File: config.mk
export PLATFORM = sky130hd
export DESIGN_NAME = gated_clk_buf
export DESIGN_NICKNAME = d
export VERILOG_FILES = /design/src/rtl/gcb_pkg.sv /design/src/rtl/gcb_en_sync.sv /design/src/rtl/gcb_gate_ctrl.sv /design/src/rtl/gcb_out_pair.sv /design/src/rtl/gated_clk_buf.sv
export SDC_FILE = /design/constraint.sdc
export NUM_CORES = 1
export LEC_CHECK = 0
export CORE_AREA = 8 8 45 47
export DETAILED_ROUTE_END_ITERATION = 8
export DIE_AREA = 0 0 53 55
export PLACE_DENSITY = 0.48
export SYNTH_ARGS = -nofsm -noshare
export SYNTH_HDL_FRONTEND = slang
export SYNTH_SLANG_ARGS = --single-unit
export TNS_END_PERCENT = 10
File: constraint.sdc
create_clock -name clk -period 0.8 [get_ports clk]
set_input_delay 0.16 -clock clk [delete_from_list [all_inputs] [get_ports clk]]
set_output_delay 0.16 -clock clk [all_outputs]
set_load 0.02 [all_outputs]
File: src/rtl/gcb_pkg.sv
package gcb_pkg;
  typedef enum logic {
    GATE_SHUT = 1'b0,
    GATE_OPEN = 1'b1
  } gate_state_e;

  localparam int unsigned GCB_EN_STAGES_DEF = 2;
endpackage

File: src/rtl/gcb_en_sync.sv
module gcb_en_sync #(
  parameter int unsigned STAGES = 2
) (
  input  logic clk,
  input  logic rst,
  input  logic en_raw,
  input  logic inv_sel,
  output logic want_pass
);
  logic en_late;

  generate
    if (STAGES == 0) begin : g_direct
      assign en_late = en_raw;
    end else begin : g_chain
      logic [STAGES-1:0] chain;
      always_ff @(posedge clk) begin
        if (rst) chain <= '0;
        else     chain <= {chain[STAGES-2 >= 0 ? STAGES-2 : 0 : 0], en_raw} & {STAGES{1'b1}};
      end
      assign en_late = chain[STAGES-1];
    end
  endgenerate

  // active level chosen by the polarity selector
  assign want_pass = en_late ^ inv_sel;
endmodule

File: src/rtl/gcb_gate_ctrl.sv
module gcb_gate_ctrl
  import gcb_pkg::*;
(
  input  logic clk,
  input  logic rst,
  input  logic din,
  input  logic park_lvl,
  input  logic want_pass,
  output logic pass_now
);
  gate_state_e state_q;
  gate_state_e state_d;

  // the gate may only switch while the input rests at the park level
  always_comb begin
    state_d = state_q;
    if (din == park_lvl) state_d = want_pass ? GATE_OPEN : GATE_SHUT;
  end

  always_ff @(posedge clk) begin
    if (rst) state_q <= GATE_SHUT;
    else     state_q <= state_d;
  end

  assign pass_now = (state_d == GATE_OPEN);
endmodule

File: src/rtl/gcb_out_pair.sv
module gcb_out_pair (
  input  logic clk,
  input  logic rst,
  input  logic pass,
  input  logic din,
  input  logic park_lvl,
  output logic q,
  output logic qn
);
  logic nxt;
  assign nxt = pass ? din : park_lvl;

  always_ff @(posedge clk) begin
    if (rst) begin
      q  <= park_lvl;
      qn <= ~park_lvl;
    end else begin
      q  <= nxt;
      qn <= ~nxt;
    end
  end
endmodule

File: src/rtl/gated_clk_buf.sv
module gated_clk_buf #(
  parameter int unsigned EN_STAGES = gcb_pkg::GCB_EN_STAGES_DEF
) (
  input  logic clk,
  input  logic rst,
  input  logic din,
  input  logic en_in,
  input  logic en_inv_sel,
  input  logic park_hi,
  output logic raw_q,
  output logic raw_qn,
  output logic gate_q,
  output logic gate_qn
);
  localparam int unsigned N_PAIRS = 2;

  logic want_pass;
  logic pass_now;
  logic [N_PAIRS-1:0] pair_pass;
  logic [N_PAIRS-1:0] pair_park;
  logic [N_PAIRS-1:0] pair_q;
  logic [N_PAIRS-1:0] pair_qn;

  gcb_en_sync #(.STAGES(EN_STAGES)) u_sync (
    .clk(clk), .rst(rst), .en_raw(en_in), .inv_sel(en_inv_sel), .want_pass(want_pass)
  );

  gcb_gate_ctrl u_ctrl (
    .clk(clk), .rst(rst), .din(din), .park_lvl(park_hi),
    .want_pass(want_pass), .pass_now(pass_now)
  );

  // pair 0: ungated, pair 1: gated
  assign pair_pass = {pass_now, 1'b1};
  assign pair_park = {park_hi, 1'b0};

  generate
    for (genvar i = 0; i < N_PAIRS; i++) begin : g_pair
      gcb_out_pair u_pair (
        .clk(clk), .rst(rst), .pass(pair_pass[i]), .din(din),
        .park_lvl(pair_park[i]), .q(pair_q[i]), .qn(pair_qn[i])
      );
    end
  endgenerate

  assign raw_q   = pair_q[0];
  assign raw_qn  = pair_qn[0];
  assign gate_q  = pair_q[1];
  assign gate_qn = pair_qn[1];
endmodule

==> flow_summary_export.csv <==
group,metric,value,unit
floorplan,initial_core_util,0.1528,
timing,skew,3.425,ps
timing,grt_setup_unrepaired,"yes",
floorplan,die_h,55,um
timing,finalSetupViolCount,5,
route,drc_errors,0,
cts,cts_buffers,3,
synth,yosysWarnings,0,
synth,ys_seq_area_frac,0.6627,
setup_path,required,930,ps
timing,drv_slew,0,
power,powerDensity,2160,nW/um^2
cts,cts_root_buf,"clkbuf_4",
power,ir_drop,682.8,uV
setup_path,critical_path.max_fanout,2,
route,wl,439,um
cts,cts-hold-fix-buffers,0,
placed_design,placed_area,331.6,sq um
setup_path,worst_setup_path_end_kind,"register",
cts,clock-sinks,7,
global_routing,grt_pass1_vias,187,
timing,final.setup.worst_slack,-40.71,ps
power,p_int,636.5,uW
floorplan,die_w,53,um
floorplan,die_area,2915,sq um
cts,clk_pin_slew_worst_paths,50,ps
power,power_switching,179.8,uW
power,switching_share,0.2203,
cts,cts_buffer_depth,2,
floorplan,io_pins,10,
global_routing,overflow,0,
power,clkPwrFrac,0.381,
timing,slew-limit-headroom,0.8511,
cts,insertion_delay,240,ps
layout,diodes,0,
power,p_seq_frac,0.475,
floorplan,num_rows,14,
min_path,min_path_type,"in -> reg",
route,avgRoutedWirePerCell,9.146,um
timing,worst_slew_pin_slew,223.3,ps
synth,synth_area_per_cell,11.75,sq um
global_routing,grt_max_degree,6,
placed_design,dp_hpwl,362.2,um
layout,fin_area,377.9,sq um
placed_design,portBuffers,9,
timing,max_freq,1189,MHz
cts,cts_tree,"yes",
synth,syn-num-nets,24,
timing,fin_crit_sh,1.051,
layout,final-instance-count-excl-fill,48,
route,vias_per_cell,3.417,
power,finalPower,816.3,uW
timing,hold_viol,0,
min_path,min-delay-start,"park_hi",
setup_path,crit_path_max_incr_delay,320,ps
route,num_vias,164,
synth,yosys_register_bits,7,
global_routing,grt_usage,0.03612,
placed_design,dp.cells,44,
setup_path,cp.arrival,970,ps
layout,syn_to_final_growth,78.70,%
global_routing,grt_pass1_wl,710,um
layout,layout-drive-gt1-share,0.4688,
synth,synth.distinct_cells,7,
setup_path,cp_cell_sequence,"nor2b_4 > mux2i_1 > inv_1",
synth,synthesis.instances,18,
run_status,violations,"setup timing",
setup_path,cp-start-kind,"register",
timing,hold_slack,321.7,ps
synth,mappedNetlistArea,211.5,sq um
timing,fin_crit,840.7,ps
global_routing,antenna_found_initial,0,
setup_path,worstSetupPathType,"reg -> reg",
power,p_comb_frac,0.144,
setup_path,slowest_stage,"dfxtp_2",
placed_design,place_congestion,0.5942,
layout,layout.nets,39,
route,drt_iter0_drc,0,
route,first_pass_iters,1,
run,maxCapViolations,0,
floorplan,core,1384,sq um
timing,finalSetupTns,-184.1,ps
route,ant_nets,0,
cts,htreeDepth,1,
run_status,outcome,"finished, violations left",
power,power.leakage,0.1608,nW
stage by stage:
stage                       util  worst slack, ps
final                     0.2731           -40.71
after global routing      0.2731           -98.32
after CTS                 0.2731           -53.24
after detailed placement  0.2396           -447.6
after global placement    0.2396           -374.4
after floorplan                -            12.89
synth_stat cells:
master / count / share of area
dfxtp_1: 7 / 0.66
nor2b_1: 4 / 0.12
inv_1: 2 / 0.036
xnor2_1: 2 / 0.083
a211oi_1: 1 / 0.036
mux2i_1: 1 / 0.047
nor2_1: 1 / 0.018
layout by cell type (no fill, tap or decap), drive strengths merged:
cell type / n
xnor2: 2
clkdlybuf4s50: 2
a211oi: 1
dfxtp: 7
inv: 2
nor2b: 4
nor2: 1
clkbuf: 4
dlygate4sd2: 3
buf: 5
mux2i: 1
worst max-delay path, delay by kind of cell (launching register included):
kind / cells / cell delay (ps)
buffers and inverters: 1 / 60
flip-flops: 1 / 320
multiplexers: 1 / 220
AND/OR/NAND/NOR: 1 / 140
area by class of cell:
cell class              count  area, sq um
repair buffers             10        98.84
well taps                  16        20.02
fillers                   149         1006
inverters                   2        7.507
clock buffers               4        26.28
flip-flops and latches      7        146.4
multi-input cells           9        78.83
power groups by stage:
stage	clock [mW]	sequential [mW]	combinational, mW
2_1_floorplan	0	0.405	0.0298
3_3_place_gp	0	0.386	0.112
3_5_place_dp	0	0.388	0.114
4_1_cts	0.334	0.387	0.120
5_1_grt	0.354	0.390	0.127
6_report	0.311	0.388	0.118
layer usage:
layer,vias up,routed length [um],share of wire,track usage
li1,83,-,-,-
met1,71,163,0.37,0.02901
met2,10,164,0.37,0.04883
met3,0,112,0.26,0.04278
met4,0,0,0,0.02586
met5,-,0,0,0
final timing paths:
check / end / slack, ps / depth (start not counted)
setup / recovery: g_pair[1].u_pair.q / -40 / 3
setup reg to reg: g_pair[1].u_pair.q / -40 / 3
hold reg to reg: u_sync.g_chain.chain[1] / 450 / 1
hold / removal: g_pair[1].u_pair.qn / 320 / 2
timing repair:
item                                    4_1_cts  5_1_grt
buffers inserted                              0        0
pin swaps                                     1        1
resized for setup                            34        0
endpoints found under the setup margin        8        7
cell families after synthesis:
kind of cell    share of synthesized area
mux                               0.04734
xor+xnor                          0.08286
compound gates                    0.03552
buf+inv                           0.03552
simple gates                       0.1361
flops                              0.6627
Note: power is estimated with default switching activity, not from simulation.
